## config.mk

```make
export PLATFORM = sky130hd
export DESIGN_NAME = rx_ring_writer
export DESIGN_NICKNAME = d
export VERILOG_FILES = /design/src/rtl/rx_ring_writer.sv
export SDC_FILE = /design/constraint.sdc
export NUM_CORES = 1
export LEC_CHECK = 0
export CORE_MARGIN = 2
export CORE_UTILIZATION = 40
export DETAILED_ROUTE_END_ITERATION = 7
export DONT_BUFFER_PORTS = 1
export PLACE_DENSITY = 0.6
export SLEW_MARGIN = 25
export SYNTH_ARGS = -nofsm -noshare
export SYNTH_HDL_FRONTEND = slang
export SYNTH_SLANG_ARGS = --single-unit
```

## constraint.sdc

```tcl
create_clock -name clk -period 6.2 [get_ports clk]
set_clock_uncertainty 0.2 [all_clocks]
set_input_delay 0.62 -clock clk [delete_from_list [all_inputs] [get_ports clk]]
set_output_delay 0.62 -clock clk [all_outputs]
set_load 0.01 [all_outputs]
```

## src/rtl/rx_ring_writer.sv

```systemverilog
module rx_ring_writer #(
  parameter int AW = 14,
  parameter int LW = 16
) (
  input  logic          clk,
  input  logic          rst_n,
  input  logic          soft_rst,
  input  logic          in_valid,
  input  logic          in_sof,
  input  logic          in_eof,
  input  logic [7:0]    in_data,
  input  logic [7:0]    in_status,
  input  logic [AW-1:0] rd_ptr,
  output logic          mem_we,
  output logic [AW-1:0] mem_addr,
  output logic [7:0]    mem_wdata,
  output logic [AW-1:0] wr_ptr,
  output logic          pkt_ready,
  output logic          drop
);
  localparam logic [AW-1:0] ONE  = AW'(1);
  localparam logic [AW-1:0] FOUR = AW'(4);

  typedef enum logic [1:0] {S_INIT, S_IDLE, S_RECV, S_HDR} st_t;

  st_t           st;
  logic [AW-1:0] cnt;
  logic [2:0]    step;
  logic [7:0]    stat;

  wire [AW-1:0] free     = rd_ptr - wr_ptr - ONE;
  wire          open_st  = (st == S_IDLE) || (st == S_RECV);
  wire          take_sof = in_valid && in_sof && open_st;
  wire          take_mid = in_valid && !in_sof && (st == S_RECV);
  wire [AW:0]   need     = (take_sof ? '0 : {1'b0, cnt}) + (AW+1)'(6);
  wire          fits     = need <= {1'b0, free};
  wire [LW-1:0] lenv     = LW'(cnt);
  wire [AW-1:0] pay_addr = wr_ptr + FOUR + (take_sof ? '0 : cnt);

  assign pkt_ready = wr_ptr != rd_ptr;

  always_ff @(posedge clk or negedge rst_n) begin
    if (!rst_n) begin
      st        <= S_INIT;
      wr_ptr    <= '0;
      cnt       <= '0;
      step      <= '0;
      stat      <= '0;
      mem_we    <= 1'b0;
      mem_addr  <= '0;
      mem_wdata <= '0;
      drop      <= 1'b0;
    end else begin
      mem_we <= 1'b0;
      drop   <= 1'b0;
      if (soft_rst) begin
        st     <= S_INIT;
        wr_ptr <= '0;
        cnt    <= '0;
        step   <= '0;
      end else begin
        case (st)
          S_INIT: begin
            mem_we    <= 1'b1;
            mem_addr  <= wr_ptr;
            mem_wdata <= 8'h00;
            st        <= S_IDLE;
          end
          S_IDLE, S_RECV: begin
            if (take_sof || take_mid) begin
              if (take_sof && st == S_RECV) drop <= 1'b1;
              if (!fits) begin
                drop <= 1'b1;
                st   <= S_IDLE;
              end else begin
                mem_we    <= 1'b1;
                mem_addr  <= pay_addr;
                mem_wdata <= in_data;
                cnt       <= take_sof ? ONE : cnt + ONE;
                if (in_eof) begin
                  st   <= S_HDR;
                  step <= '0;
                  stat <= in_status;
                end else begin
                  st <= S_RECV;
                end
              end
            end
          end
          S_HDR: begin
            if (in_valid && in_sof) drop <= 1'b1;
            step <= step + 3'd1;
            case (step)
              3'd0: begin
                mem_we    <= 1'b1;
                mem_addr  <= wr_ptr + FOUR + cnt;
                mem_wdata <= 8'h00;
              end
              3'd1: begin
                mem_we    <= 1'b1;
                mem_addr  <= wr_ptr + ONE;
                mem_wdata <= stat;
              end
              3'd2: begin
                mem_we    <= 1'b1;
                mem_addr  <= wr_ptr + AW'(2);
                mem_wdata <= lenv[7:0];
              end
              3'd3: begin
                mem_we    <= 1'b1;
                mem_addr  <= wr_ptr + AW'(3);
                mem_wdata <= lenv[15:8];
              end
              3'd4: begin
                mem_we    <= 1'b1;
                mem_addr  <= wr_ptr;
                mem_wdata <= 8'h01;
              end
              default: begin
                wr_ptr <= wr_ptr + FOUR + cnt;
                st     <= S_IDLE;
              end
            endcase
          end
          default: st <= S_IDLE;
        endcase
      end
    end
  end
endmodule


```

# Word level (Yosys, flattened, before mapping)
# Index checks and enable logic that the tools add are counted.
[word_totals]
ff_bits = 65
latchBits = 0
mem_bits_rw = 0
rom_bits = 0
input_bits = 36
out_inout_bits = 39
wordCells = 101
n_memories = 0
[op_classes]
n_addsub = 11
multipliers = 0
div_mod_pow = 0
order_cmp = 1
n_eq_ne = 16
n_shift = 0
mux = 40
bitwise = 1
reduce_logical = 23
[op_table]
columns = ["op", "n"]
rows = [
  ["$mux 14", 12],
  ["$pmux 14 s5", 1],
  ["$pmux 14 s3", 1],
  ["$pmux 8 s5", 1],
  ["$add 14x1->14 const B", 2],
  ["$add 14x14->14", 2],
  ["$add 14x2->14 const B", 2],
  ["$pmux 8 s3", 1],
  ["$mux 8", 2],
  ["$add 14x3->15 const B", 1],
  ["$le 15x14->1", 1],
  ["$add 14x3->14 const B", 1],
  ["$ne 14x14->1", 1],
  ["$sub 14x1->14 const B", 1],
  ["$sub 14x14->14", 1],
  ["$mux 3", 4],
  ["$ne 3x3->1 const B", 4],
  ["$mux 1", 10],
  ["$mux 2", 4],
  ["$reduce_and 4->1", 2],
  ["$reduce_bool 2->1", 4],
  ["$eq 3x2->1 const B", 2],
  ["$ne 6x6->1 const B", 1],
  ["$pmux 2 s3", 1],
  ["other kinds (22)", 30],
]

# Logic depth before layout (Yosys ltp)
[logic_depth]
depth_word = 10
depth_mapped = 23

# Worst setup path after synthesis
# Ideal clock, no wire load.
[synth_path]
path_type = "reg-to-reg"
from = "register st[0]"
to = "register stat[0]"
setup_ns = 0.125
arrival_ns = 4.697
required_ns = 5.875
setup_slack_ns = 1.179
path_stages_with_launch = 22
n_path_buf = 3
path_cell_list = "dfrtp_1 inv_1 ha_1 buf_2 nand3_1 clkbuf_1 clkbuf_1 nand2_1 ha_1 nor2b_1 nand2_1 or2_2 or3_1 a21oi_1 ha_1 nand3_1 nor4_1 a31oi_1 nor4_4 nand2_1 nor2_2 mux2_2"
[synth_between]
elab_chain_cells = 7
elab_cells_between_ends = 11
classes_between = "1 x add/sub; 1 x order compare; 2 x eq/ne; 1 x mux; 6 x reduce/logical"
[synth_rtl]
columns = ["element", "line", "source"]
rows = [
  ["start, declared", "26", "st_t st;"],
  ["start signal, assigned", "44", "st <= S_INIT;"],
  ["start signal, assigned", "57", "st <= S_INIT;"],
  ["start signal, assigned", "67", "st <= S_IDLE;"],
  ["$eq 2x1->1 or $eq 2x2->1 (tied branches)", "32, 62, 34", ""],
  ["$logic_or 1x1->1", "32", "wire open_st = (st == S_IDLE) || (st == S_RECV);"],
  ["$logic_and 1x1->1", "33", "wire take_sof = in_valid && in_sof && open_st;"],
  ["$mux 14", "35", "wire [AW:0] need = (take_sof ? '0 : {1'b0, cnt}) + (AW+1)'(6);"],
  ["$add 14x3->15", "35", ""],
  ["$le 15x14->1", "36", "wire fits = need <= {1'b0, free};"],
  ["$reduce_and 5->1 (no line) (*)", "n/a", ""],
  ["end signal, assigned", "83", "stat <= in_status;"],
  ["end, declared", "29", "logic [7:0] stat;"],
]
# Mark *: on every way between the ends. The rest lies on a longest branch, timed or not.
# A chain may end at the register's enable or synchronous reset.

# Final worst setup path
[layout_path]
from = "register wr_ptr[0]"
to = "register mem_addr[12]"
[layout_between]
elab_chain_cells = 5
elab_cells_between_ends = 15
classes_between = "8 x add/sub; 1 x order compare; 1 x eq/ne; 4 x mux; 1 x reduce/logical"
[layout_rtl]
columns = ["element", "line", "source"]
rows = [
  ["start, declared", "17", "output logic [AW-1:0] wr_ptr,"],
  ["start signal, assigned", "120", "wr_ptr <= wr_ptr + FOUR + cnt;"],
  ["$sub 14x14->14 or $add 14x3->14 (tied branches)", "31, 38, 96", ""],
  ["$sub 14x1->14 or $add 14x14->14 (tied branches)", "31, 38", ""],
  ["$le 15x14->1 or $mux 14 (tied branches)", "36, 72", ""],
  ["$ne 2x2->1 (no line) or $mux 14 (tied branches)", "n/a", ""],
  ["$reduce_and 4->1 (no line) or $pmux 14 s3 (tied branches)", "n/a", ""],
  ["end signal, assigned", "65", "mem_addr <= wr_ptr;"],
  ["end signal, assigned", "77", "mem_addr <= pay_addr;"],
  ["end signal, assigned", "96", "mem_addr <= wr_ptr + FOUR + cnt;"],
  ["end, declared", "15", "output logic [AW-1:0] mem_addr,"],
]
# Several ways; a longest one is shown, not always the timed one. The select of a mux whose other input is x is not followed.

==> results.sh <==
export IMPL_status="completed"
export IMPL_crit_arrival_ns=5.39
export IMPL_final_antenna_net_count=0
export IMPL_ir_worst_vdd_v=0.000168
export IMPL_ff2ff_path_depth=20
export IMPL_nets=892
export IMPL_tightest_slew_ns=0.977
export IMPL_ys_ff_latch=65
export IMPL_pin_count=75
export IMPL_final_hold_viol_count=0
export IMPL_synth_cells=806
export IMPL_h_tree_depth=3
export IMPL_syn_num_nets=911
export IMPL_start_kind="flop"
export IMPL_cts_sinks=65
export IMPL_syn_area_sq_um=6510
export IMPL_start_util=0.410
export IMPL_post_cts_resized=0
export IMPL_rows=46
export IMPL_die_height_um=132
export IMPL_first_iter_violations=627
export IMPL_critical_path_required_ns=6.22
export IMPL_final_layout_size_suffix_gt1_frac=0.0669
export IMPL_routabilityCongestion=0.974
export IMPL_hp_class="in -> reg"
export IMPL_endpoint="mem_addr[12]$_DFFE_PN0P_"
export IMPL_clkTransAtPathRegs_ns=0.06
export IMPL_totalWireLength_um=23600
export IMPL_holdWs_ns=0.137
export IMPL_fin_setup_tns_ns=0
export IMPL_vias=6535
export IMPL_total_power_mw=1.73
export IMPL_setup_viol=0
export IMPL_drtPass1Iterations=5
export IMPL_drv_cap=0
export IMPL_ys_types=71
export IMPL_die_x_um=132
export IMPL_rsz0062_at_grt="false"
export IMPL_fill_cells=1612
export IMPL_tritoncts="yes"
export IMPL_grt_pass1_vias=6375
export IMPL_ys_warnings_count=0
export IMPL_final_max_slew_violation_count=0
export IMPL_cp_startpoint="wr_ptr[0]$_DFFE_PN0P_"
export IMPL_port_buffers=0
export IMPL_synth_edf_count=0
export IMPL_cts_buffers_inserted=9
export IMPL_fin_crit_ns=5.37
export IMPL_fmax_mhz=186
export IMPL_dp_hpwl_um=17800
export IMPL_power_density_nw_per_um2=245
export IMPL_coreArea_sq_um=15900
export IMPL_reg2reg_from="wr_ptr[0]$_DFFE_PN0P_"
export IMPL_die_area_sq_um=17300
export IMPL_endpoint_kind="flop"
export IMPL_grt_overflow=0
export IMPL_r2r_slack_ns=0.83
export IMPL_grt_max_degree=66
export IMPL_avgSynthCellArea_sq_um=8.08
export IMPL_grtUsageTotal=0.270
export IMPL_hp_start="soft_rst"
export IMPL_async_reset_ff_frac=1.00
export IMPL_fin_crit_sh=0.867
export IMPL_post_cts_setup_buffer_count=0
export IMPL_vias_per_cell=6.48
export IMPL_grt_pass1_wl_um=36600
export IMPL_critPathKind="reg -> reg"
export IMPL_cp_max_fo=27
export IMPL_r2r_end="mem_addr[12]$_DFFE_PN0P_"
export IMPL_slew_headroom=0.346
export IMPL_ys_flop_type="dfrtp_1"
export IMPL_layout_common_cells="nand2_1 (86), ha_1 (65), dfrtp_1 (65), nor2_1 (57), a21oi_1 (55)"
export IMPL_cts_hold_buffers=2
export IMPL_antenna_found_initial=0
export IMPL_ys_seq_area_frac=0.250
export IMPL_avgRoutedWirePerCell_um=23.4
export IMPL_clockBufferDepth=2
export IMPL_clock_latency_ns=0.35
export IMPL_leakage_nw=3.05
export IMPL_antenna_cells=0
export IMPL_area_delta_synth_final_pct=8.30
export IMPL_cts_root_buf="clkbuf_16"
export IMPL_drc=0
export IMPL_layout_commonest_cell="nand2_1"
[metal layers]
layer / vias to the layer above / GRT usage / part of all wire
met3: 77 / 0.0648 / 0.083
met2: 342 / 0.428 / 0.45
met4: 0 / 0.123 / 0.046
li1: 2963 / - / -
met5: - / 0 / 0
met1: 3153 / 0.348 / 0.42
[layout make-up]
cell class	instances	area [sq um]	area share
Tap cell	216	270	0.0383
Clock inverter	4	52.6	0.00745
Clock buffer	12	246	0.0349
Multi-Input combinational cell	658	4570	0.648
Inverter	36	135	0.0192
Sequential cell	65	1630	0.231
Timing Repair Buffer	17	150	0.0213
[worst min path at each step]
stage / to / cells past startpoint
after detailed placement: wr_ptr[5]$_DFFE_PN0P_ / 0
final: st[1]$_DFFE_PN0P_ / 1
after floorplan: cnt[0]$_DFFE_PN0P_ / 0
after global routing: st[1]$_DFFE_PN0P_ / 1
after CTS: st[1]$_DFFE_PN0P_ / 1
after global placement: wr_ptr[7]$_DFFE_PN0P_ / 0
[cells by family after synthesis]
kind of cell / share of synthesized area
AO/OA/AOI/OAI: 0.258
XOR/XNOR: 0.0753
adder cells (fa/ha/maj): 0.140
buffers and inverters: 0.0498
flip-flops: 0.250
multiplexers: 0.0171
AND/OR/NAND/NOR: 0.210
[where the power goes]
| group | internal, mW | leakage [nW] | switching, mW |
|---|---|---|---|
| clock network | 0.322 | 0.135 | 0.196 |
| registers | 0.520 | 0.874 | 0.103 |
| logic | 0.202 | 2.04 | 0.386 |
[synthesized netlist by cell type, drive strengths merged (6+ instances only)]
cell / instances / area [sq um]
nor2b: 7 / 43.8
or3: 8 / 50.1
and3: 9 / 56.3
dfrtp: 65 / 1630
and2: 12 / 75.1
xnor2: 35 / 307
a31oi: 11 / 68.8
nand4: 14 / 87.6
nand4b: 7 / 61.3
o31ai: 20 / 155
a211oi: 7 / 52.6
a221oi: 11 / 96.3
nor2: 59 / 224
ha: 65 / 813
nor3: 21 / 105
a21o: 14 / 105
a211o: 6 / 52.6
a221o: 6 / 60.1
nor4: 8 / 65.1
nand2b: 8 / 50.1
xor2: 21 / 184
buf: 10 / 48.8
o21ai: 43 / 215
mux2: 9 / 101
a22o: 15 / 131
nand2: 87 / 329
a21oi: 55 / 275
o21bai: 6 / 45.0
clkbuf: 37 / 140
nand3: 26 / 130
inv: 35 / 131
[flip-flops by register name, summed over array words and instances, names as in the netlist]
register	cells
cnt	14
drop	1
mem_addr	14
mem_wdata	8
mem_we	1
st	2
stat	8
step	3
wr_ptr	14
[worst max-delay path, cell delays in order, from the launching register on]
cell      delay (ns)
dfrtp_1         0.35
inv_1           0.05
ha_1            0.20
fa_1            0.41
a21o_1          0.19
a21oi_1         0.22
o21bai_1        0.10
a21o_1          0.21
a21oi_1         0.19
o21ai_0         0.15
o41ai_1         0.32
xor2_1          0.15
ha_1            0.34
nand3_1         0.13
nor4_1          0.41
a31oi_1         0.21
o31ai_2         0.57
nand2_1         0.14
buf_4           0.24
nor4_1          0.34
a21oi_1         0.12
[metrics by stage]
stage	utilization	setup WS (ns)	instances	cell area, sq um
CTS	0.444	0.974	1008	7050
detailed placement	0.423	0.760	990	6710
global placement	0.423	0.965	990	6710
finish	0.444	0.826	1008	7050
global route	0.444	0.593	1008	7050
floorplan	-	1.18	806	6510
(Power assumes the default switching activity.)
